<file path="src/rtl/ptg_pkg.sv">
package ptg_pkg;

    typedef enum logic [1:0] {
        ST_IDLE  = 2'd0,
        ST_PIXEL = 2'd1,
        ST_LSYNC = 2'd2,
        ST_FSYNC = 2'd3
    } scan_st_e;

endpackage

</file>
<file path="src/rtl/ptg_pclk_div.sv">
module ptg_pclk_div #(
    parameter int DIV_W = 8
) (
    input  logic             clk_i,
    input  logic             rst_i,
    input  logic             run_i,
    input  logic [DIV_W-1:0] div_i,
    input  logic             dbl_i,
    output logic             tick_o,
    output logic             raw_o
);
    localparam int CNT_W = DIV_W + 2;

    logic [CNT_W-1:0] per;
    logic [CNT_W-1:0] cnt_q;

    always_comb begin
        if (dbl_i) begin
            if (div_i == '0) per = CNT_W'(2);
            else             per = CNT_W'(div_i) + CNT_W'(1);
        end else begin
            per = (CNT_W'(div_i) + CNT_W'(1)) << 1;
        end
    end

    assign tick_o = run_i && (cnt_q == per - CNT_W'(1));
    assign raw_o  = (cnt_q >= (per >> 1));

    always_ff @(posedge clk_i) begin
        if (rst_i || !run_i) cnt_q <= '0;
        else if (tick_o)     cnt_q <= '0;
        else                 cnt_q <= cnt_q + CNT_W'(1);
    end


    cnt_in_range_chk: assert property (@(posedge clk_i) disable iff (rst_i)
        run_i |-> (cnt_q < per));


    idle_count_chk: assert property (@(posedge clk_i) disable iff (rst_i)
        !run_i |=> (cnt_q == '0));

endmodule

</file>
<file path="src/rtl/ptg_scan_fsm.sv">
module ptg_scan_fsm
    import ptg_pkg::*;
#(
    parameter int LPP_W = 10,
    parameter int PPL_W = 10
) (
    input  logic             clk_i,
    input  logic             rst_i,
    input  logic             tick_i,
    input  logic [LPP_W-1:0] lpp_i,
    input  logic [PPL_W-1:0] ppl_i,
    output scan_st_e         st_o,
    output logic [PPL_W-1:0] px_o,
    output logic [LPP_W-1:0] ln_o,
    output logic             fstart_o
);
    scan_st_e         st_q, st_d;
    logic [PPL_W-1:0] px_q;
    logic [LPP_W-1:0] ln_q;
    logic             last_px, last_ln;

    assign last_px = (px_q == ppl_i);
    assign last_ln = (ln_q == lpp_i);

    always_ff @(posedge clk_i) begin
        if (rst_i) st_q <= ST_IDLE;
        else       st_q <= st_d;
    end

    always_comb begin
        st_d = st_q;
        unique case (st_q)
            ST_IDLE:  st_d = ST_PIXEL;
            ST_PIXEL: if (tick_i && last_px) st_d = ST_LSYNC;
            ST_LSYNC: if (tick_i) st_d = last_ln ? ST_FSYNC : ST_PIXEL;
            ST_FSYNC: if (tick_i) st_d = ST_PIXEL;
            default:  st_d = ST_IDLE;
        endcase
    end

    always_ff @(posedge clk_i) begin
        if (rst_i) begin
            px_q <= '0;
            ln_q <= '0;
        end else if (tick_i) begin
            unique case (st_q)
                ST_PIXEL: px_q <= last_px ? '0 : px_q + PPL_W'(1);
                ST_LSYNC: if (!last_ln) ln_q <= ln_q + LPP_W'(1);
                ST_FSYNC: begin
                    px_q <= '0;
                    ln_q <= '0;
                end
                default: ;
            endcase
        end
    end

    assign st_o     = st_q;
    assign px_o     = px_q;
    assign ln_o     = ln_q;
    assign fstart_o = (st_q == ST_IDLE) || (st_q == ST_FSYNC && tick_i);


    px_bound_chk: assert property (@(posedge clk_i) disable iff (rst_i)
        (st_q != ST_IDLE) |-> (px_q <= ppl_i));


    ln_bound_chk: assert property (@(posedge clk_i) disable iff (rst_i)
        (st_q != ST_IDLE) |-> (ln_q <= lpp_i));


    fsync_entry_chk: assert property (@(posedge clk_i) disable iff (rst_i)
        (st_q == ST_FSYNC && $past(st_q) != ST_FSYNC) |-> ($past(st_q) == ST_LSYNC));


    state_hold_chk: assert property (@(posedge clk_i) disable iff (rst_i)
        (st_q != ST_IDLE && !tick_i) |=> $stable(st_q));

endmodule

</file>
<file path="src/rtl/ptg_out_stage.sv">
module ptg_out_stage
    import ptg_pkg::*;
#(
    parameter int LPP_W = 10
) (
    input  logic             clk_i,
    input  logic             rst_i,
    input  scan_st_e         st_i,
    input  logic             raw_i,
    input  logic             act_i,
    input  logic             oe_inv_i,
    input  logic             pclk_inv_i,
    input  logic             lclk_inv_i,
    input  logic             dual_i,
    input  logic [LPP_W-1:0] ln_i,
    input  logic [LPP_W-1:0] lines_i,
    output logic             pclk_o,
    output logic             lclk_o,
    output logic             fclk_o,
    output logic             oe_o,
    output logic [LPP_W-1:0] row_o,
    output logic [LPP_W:0]   row_lo_o,
    output logic             row_lo_vld_o
);
    logic [LPP_W:0] lo_sum;

    assign lo_sum = {1'b0, ln_i} + {1'b0, lines_i} + (LPP_W+1)'(1);

    always_ff @(posedge clk_i) begin
        if (rst_i) begin
            pclk_o       <= 1'b0;
            lclk_o       <= 1'b0;
            fclk_o       <= 1'b0;
            oe_o         <= 1'b0;
            row_o        <= '0;
            row_lo_o     <= '0;
            row_lo_vld_o <= 1'b0;
        end else begin
            pclk_o       <= raw_i ^ pclk_inv_i;
            lclk_o       <= (st_i == ST_LSYNC) ^ lclk_inv_i;
            fclk_o       <= (st_i == ST_FSYNC);
            oe_o         <= act_i ? ((st_i == ST_PIXEL) ^ oe_inv_i) : 1'b0;
            row_o        <= ln_i;
            row_lo_o     <= dual_i ? lo_sum : '0;
            row_lo_vld_o <= dual_i;
        end
    end


    passive_oe_chk: assert property (@(posedge clk_i) disable iff (rst_i)
        !act_i |=> !oe_o);


    row_lo_chk: assert property (@(posedge clk_i) disable iff (rst_i)
        row_lo_vld_o |-> (row_lo_o > {1'b0, row_o}));


    fclk_width_chk: assert property (@(posedge clk_i) disable iff (rst_i)
        $fell(fclk_o) |-> !lclk_inv_i || lclk_o);

endmodule

</file>
<file path="src/rtl/panel_timing_gen.sv">
module panel_timing_gen
    import ptg_pkg::*;
#(
    parameter int LPP_W = 10,
    parameter int PPL_W = 10,
    parameter int DIV_W = 8
) (
    input  logic             clk_i,
    input  logic             rst_i,
    input  logic [LPP_W-1:0] lines_m1_i,
    input  logic [PPL_W-1:0] pix_m1_i,
    input  logic [DIV_W-1:0] pdiv_i,
    input  logic             dbl_rate_i,
    input  logic             dual_i,
    input  logic             active_i,
    input  logic             oe_inv_i,
    input  logic             pclk_inv_i,
    input  logic             lclk_inv_i,
    output logic             pclk_o,
    output logic             lclk_o,
    output logic             fclk_o,
    output logic             oe_o,
    output logic [LPP_W-1:0] row_o,
    output logic [LPP_W:0]   row_lo_o,
    output logic             row_lo_vld_o
);
    logic [LPP_W-1:0] lpp_q;
    logic [PPL_W-1:0] ppl_q;
    logic [DIV_W-1:0] div_q;
    logic             dbl_q, dual_q, act_q, oe_inv_q, pclk_inv_q, lclk_inv_q;

    scan_st_e         st;
    logic [PPL_W-1:0] px;
    logic [LPP_W-1:0] ln;
    logic             fstart, tick, raw;

    always_ff @(posedge clk_i) begin
        if (rst_i) begin
            lpp_q      <= '0;
            ppl_q      <= '0;
            div_q      <= '0;
            dbl_q      <= 1'b0;
            dual_q     <= 1'b0;
            act_q      <= 1'b0;
            oe_inv_q   <= 1'b0;
            pclk_inv_q <= 1'b0;
            lclk_inv_q <= 1'b0;
        end else if (fstart) begin
            lpp_q      <= lines_m1_i;
            ppl_q      <= pix_m1_i;
            div_q      <= pdiv_i;
            dbl_q      <= dbl_rate_i;
            dual_q     <= dual_i;
            act_q      <= active_i;
            oe_inv_q   <= oe_inv_i;
            pclk_inv_q <= pclk_inv_i;
            lclk_inv_q <= lclk_inv_i;
        end
    end

    ptg_pclk_div #(.DIV_W(DIV_W)) div_i (
        .clk_i  (clk_i),
        .rst_i  (rst_i),
        .run_i  (st != ST_IDLE),
        .div_i  (div_q),
        .dbl_i  (dbl_q),
        .tick_o (tick),
        .raw_o  (raw)
    );

    ptg_scan_fsm #(.LPP_W(LPP_W), .PPL_W(PPL_W)) fsm_i (
        .clk_i    (clk_i),
        .rst_i    (rst_i),
        .tick_i   (tick),
        .lpp_i    (lpp_q),
        .ppl_i    (ppl_q),
        .st_o     (st),
        .px_o     (px),
        .ln_o     (ln),
        .fstart_o (fstart)
    );

    ptg_out_stage #(.LPP_W(LPP_W)) out_i (
        .clk_i        (clk_i),
        .rst_i        (rst_i),
        .st_i         (st),
        .raw_i        (raw),
        .act_i        (act_q),
        .oe_inv_i     (oe_inv_q),
        .pclk_inv_i   (pclk_inv_q),
        .lclk_inv_i   (lclk_inv_q),
        .dual_i       (dual_q),
        .ln_i         (ln),
        .lines_i      (lpp_q),
        .pclk_o       (pclk_o),
        .lclk_o       (lclk_o),
        .fclk_o       (fclk_o),
        .oe_o         (oe_o),
        .row_o        (row_o),
        .row_lo_o     (row_lo_o),
        .row_lo_vld_o (row_lo_vld_o)
    );


    cfg_hold_chk: assert property (@(posedge clk_i) disable iff (rst_i)
        (st != ST_IDLE && !fstart) |=> ($stable(lpp_q) && $stable(ppl_q) && $stable(div_q)));


    px_unused_chk: assert property (@(posedge clk_i) disable iff (rst_i)
        (st == ST_FSYNC) |-> (px == '0));

endmodule

</file>
<file path="config.mk">
export PLATFORM = sky130hd
export DESIGN_NAME = panel_timing_gen
export DESIGN_NICKNAME = d
export VERILOG_FILES = /design/src/rtl/ptg_pkg.sv /design/src/rtl/ptg_pclk_div.sv /design/src/rtl/ptg_scan_fsm.sv /design/src/rtl/ptg_out_stage.sv /design/src/rtl/panel_timing_gen.sv
export SDC_FILE = /design/constraint.sdc
export NUM_CORES = 1
export LEC_CHECK = 0
export BUFFER_PORTS_ARGS = -buffer_cell sky130_fd_sc_hd__buf_2
export CAP_MARGIN = 20
export CORE_MARGIN = 4
export CORE_UTILIZATION = 53
export DETAILED_ROUTE_END_ITERATION = 8
export PLACE_DENSITY = 0.81
export SLEW_MARGIN = 20
export SYNTH_ARGS = -nofsm -noshare
export SYNTH_HDL_FRONTEND = slang
export SYNTH_SLANG_ARGS = --single-unit
</file>
<file path="constraint.sdc">
create_clock -name clk_i -period 3.6 [get_ports clk_i]
set_input_delay 0.18 -clock clk_i [delete_from_list [all_inputs] [get_ports clk_i]]
set_output_delay 0.18 -clock clk_i [all_outputs]
set_load 0.02 [all_outputs]
</file>
==> results.cfg, run 1 <==
[critical_path]
max_stage_delay_ns = 0.54
cp_cell_sequence = inv_4, ha_4, nor3b_4, a21oi_2, nand2_1, o21ai_2, ha_1, xnor2_1, or4_1, or4b_4, a22oi_2, and4_4, nand4_4, or3b_1, a21oi_1
crit_path_end_kind = flip-flop
cp.required_ns = 3.89
crit_type = flip-flop to flip-flop
crit_fanout = 5
cp-start-kind = flip-flop
crit_slowest_cell = or4b_4
worstPathArrival_ns = 4.00

[finish]
fin_nets = 782
design_area_um2 = 6180
antenna-diode-count = 0
area_growth_pct = 23.2
fillers = 753
drive_gt1_frac = 0.239

[timing]
fin_tns_setup_ns = -2.59
final_max_slew_viol_count = 0
fin_ws_ns = -0.113
hold_viol_final = 0
slew_headroom = 0.596
fin_worst_skew_ns = 0.0138
post-route-period-util = 1.03
rsz0062_at_grt = yes
tightest_slew_ns = 0.606
setup_violations = 51
min_period_ns = 3.71
max_clock_freq_mhz = 269

[placed_design]
gp_congestion = 0.911
post_dp_cell_area_um2 = 5750
port_buffers = 61
dpl.hpwl_um = 8760
place_ws_ns = -0.234

[clock_tree]
cts_sinks = 92
cts.path.max_buffers = 2
htreeDepth = 3
cts_root_buf = clkbuf_8
clk_pin_slew_worst_paths_ns = 0.10
clk-insertion-delay-late_ns = 0.37
cts_buffers = 9
cts_tree = done

[floorplan]
die-height_um = 105
fp.dieW_um = 105
rows = 35
die_area_um2 = 11100
core_um2 = 9240
start_util = 0.543
io_pins = 62

[route]
post_drt_wl_per_cell_um = 14.3
drt_iter0_markers = 217
via_per_inst = 5.45
drc_errors = 0
drtAntennaViolNets = 0
wl_um = 12200
num_vias = 4625
dr.pass1.iters = 5

[synth]
synth-seq-cells = 92
synth_ff_type = dfxtp_1
synth_warnings = 0
synth_common_cells = dfxtp_1, nand2_1, a21oi_1
synth_edf_count = 0
yosysMostFrequentCell = dfxtp_1
synthTopCellsByArea = dfxtp_1, ha_1, a21oi_1
async_flop_share = 0
yosysSeqAreaShare = 0.367
synth_top_cell_by_area = dfxtp_1
syn_nets = 682
synthCells = 615
synthDominantCellAreaShare = 0.367
syn-cell-area_um2 = 5010
avgSynthCellArea_um2 = 8.15
ys_types = 65

[grt]
grt-ovfl-total = 0
grt_max_degree = 40
first_global_vias = 4568
grt_pass1_wl_um = 20500
antenna_found_initial = 0
grt_usage = 0.224

[pwr]
ir_drop_mv = 0.408
power_w = 0.00362
power_density_nw_per_um2 = 587
p_leak_nw = 2.60

[job]
drv_cap = 0

[run_status]
violations = negative setup slack
status = finished, violations left

[hold_path]
holdCritPathClass = primary input to flip-flop
==> power breakdown <==
part / total [W] / leakage, nW / switching (W) / internal (W)
sequential: 0.00124 / 0.751 / 0.0000919 / 0.00115
combinational: 0.00164 / 1.75 / 0.000878 / 0.000761
clock: 0.000747 / 0.103 / 0.000408 / 0.000339
total: 0.00362 / 2.60 / 0.00138 / 0.00225
==> flip-flops by register name (all words and copies together), names as in the netlist, 2 cells and up <==
signal,count
fsm_i.st_o,2
div_i.cnt_q,10
fsm_i.ln_o,10
out_i.row_lo_o,11
lpp_q,10
div_q,8
ppl_q,10
fsm_i.px_o,10
out_i.row_o,10
==> critical path, delay by kind of cell, from the launching register on <==
kind	cells	cell delay, ns
compound gates	4	0.49
xor+xnor	1	0.14
buf+inv	1	0.06
flops	1	0.37
simple gates	7	2.18
fa+ha+maj	2	0.42
==> metal layers <==
| metal | wire length, µm | vias up | global-route usage |
|---|---|---|---|
| li1 | - | 2327 | - |
| met4 | 291 | 0 | 0.0993 |
| met5 | 0 | - | 0 |
| met1 | 5360 | 2119 | 0.264 |
| met2 | 5950 | 152 | 0.397 |
| met3 | 575 | 27 | 0.0374 |
==> logic make-up after synthesis <==
kind of cell    after synthesis  share of synthesized area
compound gates              138                      0.168
xor+xnor                     46                     0.0834
fa+ha+maj                    31                     0.0789
buf+inv                      62                     0.0514
flops                        92                      0.367
mux                           4                    0.00848
simple gates                242                      0.243
==> placed cells by master, fill, tap and decap left out, types with 3 or more instances in the layout <==
cell	instances
o21ai_1	10
nor3b_1	3
or3_1	4
buf_4	51
nor2_1	51
nor4_1	5
nand2_1	83
o21ai_0	15
a21oi_1	57
or4_1	6
nand3_1	15
and2_1	4
a31o_1	6
nand3b_1	3
a21oi_2	10
a21o_1	3
or3b_1	3
nand2b_1	6
inv_1	30
buf_6	4
xor2_1	18
nand4_1	9
buf_2	61
ha_1	29
clkbuf_8	9
xnor2_1	27
o31ai_1	3
dfxtp_1	90
nor3_1	8
and3_1	13
buf_12	3
nor2b_1	11
o21bai_1	6
==> timing repair <==
action	CTS	global route
setup endpoints to repair	56	66
resized for setup	21	10
pin swaps	45	8
buffers inserted	12	1
hold buffers	0	0
==> final timing paths <==
path	start	end	slack, ns	cells past startpoint
min	pdiv_i[6]	div_q[6]$_SDFFE_PP0P_	0.05	3
min reg2reg	dual_q$_SDFFE_PP0P_	dual_q$_SDFFE_PP0P_	0.46	2
max reg2reg	div_q[0]$_SDFFE_PP0P_	fsm_i.px_o[4]$_SDFFE_PP0P_	-0.11	15
max	div_q[0]$_SDFFE_PP0P_	fsm_i.px_o[4]$_SDFFE_PP0P_	-0.11	15
==> per-stage QoR <==
| step | std cells | utilization | hold WS (ns) |
|---|---|---|---|
| after floorplan | 615 | - | 0.274 |
| after global placement | 820 | 0.622 | 0.422 |
| after detailed placement | 820 | 0.622 | 0.426 |
| after CTS | 848 | 0.663 | 0.0362 |
| after global routing | 849 | 0.668 | 0.0309 |
| final | 849 | 0.668 | 0.0452 |
==> cell type report <==
type	count	area, µm²	area share
clock buffers	9	124	0.0201
repair buffers	119	793	0.128
inverters	32	123	0.0199
well taps	129	161	0.0261
multi-input cells	461	3040	0.491
flip-flops and latches	92	1850	0.299
clock inverters	7	92.6	0.0150
No activity file was read; power rests on OpenSTA's default activity.
==> inputs of run 2 (changes only) <==
--- a/config.mk
+++ b/config.mk
@@ -9,9 +9,11 @@
 export CAP_MARGIN = 20
 export CORE_MARGIN = 4
 export CORE_UTILIZATION = 53
+export CTS_CLUSTER_SIZE = 14
 export DETAILED_ROUTE_END_ITERATION = 8
 export PLACE_DENSITY = 0.81
 export SLEW_MARGIN = 20
 export SYNTH_ARGS = -nofsm -noshare
 export SYNTH_HDL_FRONTEND = slang
 export SYNTH_SLANG_ARGS = --single-unit
+export TNS_END_PERCENT = 50
==> results.cfg, run 2 (synthesis results as in run 1) <==
[run_status]
status = finished, violations left
violations = negative setup slack

[hold_path]
holdPathStages = 3
holdCritPathClass = primary input to flip-flop

[grt]
antenna_found_initial = 0
grt_usage = 0.221
grt_pass1_wl_um = 20300
grt-ovfl-total = 0
grt_max_degree = 40
first_global_vias = 4539

[finish]
fillers = 740
fin_nets = 782
regMostFlops = out_i.row_lo_o
final_core_util = 0.666
final_cell_mix = dfxtp_1, nand2_1, a21oi_1
ff_latch_area_um2 = 1850
antenna-diode-count = 0
drive_gt1_frac = 0.232
largest_reg_flops = 11
multiInputGateArea_um2 = 3020
mostFrequentLayoutCell = dfxtp_1
area_growth_pct = 22.7

[clock_tree]
cts_root_buf = clkbuf_8
clk-insertion-delay-late_ns = 0.37
cts_sinks = 92
cts.path.max_buffers = 2
ctsHoldBuffers = 0
cts_buffers = 9
htreeDepth = 3
clk_pin_slew_worst_paths_ns = 0.10
cts_tree = done

[placed_design]
gp_congestion = 0.911
place_ws_ns = -0.234
port_buffers = 61
dpl.hpwl_um = 8760

[floorplan]
io_pins = 62
core_um2 = 9240
die-height_um = 105
fp.dieW_um = 105
start_util = 0.543
die_area_um2 = 11100
rows = 35

[timing]
min_period_ns = 3.74
rsz0062_at_grt = yes
fin_ws_ns = -0.136
final_max_slew_viol_count = 0
post-route-period-util = 1.04
setup_violations = 55
tightest_slew_ns = 0.597
hold_viol_final = 0
slew_headroom = 0.602
fin_worst_skew_ns = 0.0139
max_clock_freq_mhz = 268

[critical_path]
cp.required_ns = 3.89
crit_slowest_cell = or4b_4
critical_path_depth = 14
crit_fanout = 5
crit_path_end_kind = flip-flop
max_stage_delay_ns = 0.54
crit_family = simple AND/OR/NAND/NOR gates
crit_type = flip-flop to flip-flop
cp_cell_sequence = inv_4, ha_4, nor3b_4, a211oi_2, inv_1, ha_1, xnor2_1, or4_1, or4b_4, a22oi_2, and4_4, nand4_4, or3b_1, a21oi_1
worstPathArrival_ns = 4.03
path_buf_inv = 2
cp-start-kind = flip-flop
r2r_cells = 14

[route]
num_vias = 4643
dr.pass1.iters = 4
wl_met2_um = 6030
drt_iter0_markers = 199
route.layer.met1.wl_um = 5220
post_drt_wl_per_cell_um = 14.3
drtAntennaViolNets = 0
drc_errors = 0
wl_met3_um = 651
wl_um = 12100
via_per_inst = 5.47
topRoutingLayerUsed = met4

[pwr]
power_density_nw_per_um2 = 590
ir_drop_mv = 0.392
p_leak_nw = 2.60

[job]
drv_cap = 0
[run 2: path summary, 6_finish.rpt]
kind / slack, ns / start / endpoint
worst min-delay path: 0.04 / pdiv_i[3] / div_q[3]$_SDFFE_PP0P_
worst max-delay path: -0.14 / div_q[0]$_SDFFE_PP0P_ / fsm_i.px_o[2]$_SDFFE_PP0P_
worst max register to register: -0.14 / div_q[0]$_SDFFE_PP0P_ / fsm_i.px_o[2]$_SDFFE_PP0P_
worst min register to register: 0.46 / dual_q$_SDFFE_PP0P_ / dual_q$_SDFFE_PP0P_
[run 2: per-layer routing]
layer	GRT usage	vias up
met4	0.0918	0
li1	-	2325
met2	0.395	143
met5	0	-
met3	0.0380	19
met1	0.261	2156
[run 2: layout make-up]
class	instances	share of cell area
multi-input combinational	461	0.491
sequential	92	0.300
timing repair buffer	119	0.128
tap	129	0.0262
clock buffer	9	0.0201
inverter	32	0.0199
clock inverter	7	0.0151
[run 2: tightest hold or removal path, cell delays in order]
cell	delay, ns
buf_2	0.10
nand2_1	0.04
a21oi_1	0.05
[run 2: through the flow]
stage,power [W],setup TNS (ns),instance area (µm²),std cells,hold WS (ns)
final,0.00363,-4.17,6150,849,0.0419
after global routing,0.00386,-12.72,6150,849,0.0282
after CTS,0.00355,-2.57,6100,848,0.0334
after detailed placement,0.00270,-6.79,5750,820,0.426
after global placement,0.00265,-0.276,5750,820,0.422
after floorplan,0.00224,-0.00696,5040,615,0.274
[run 2: report_power, final]
part	internal [W]	leakage (nW)	switching (W)
sequential	0.00115	0.751	0.0000914
clock	0.000339	0.103	0.000407
combinational	0.000760	1.75	0.000885
total	0.00224	2.60	0.00138
[run 2: repair_timing]
| action | 4_1_cts | 5_1_grt |
|---|---|---|
| gates resized for setup | 14 | 10 |
| setup buffers | 12 | 1 |
| setup endpoints to repair | 56 | 66 |
| pin swaps | 47 | 4 |
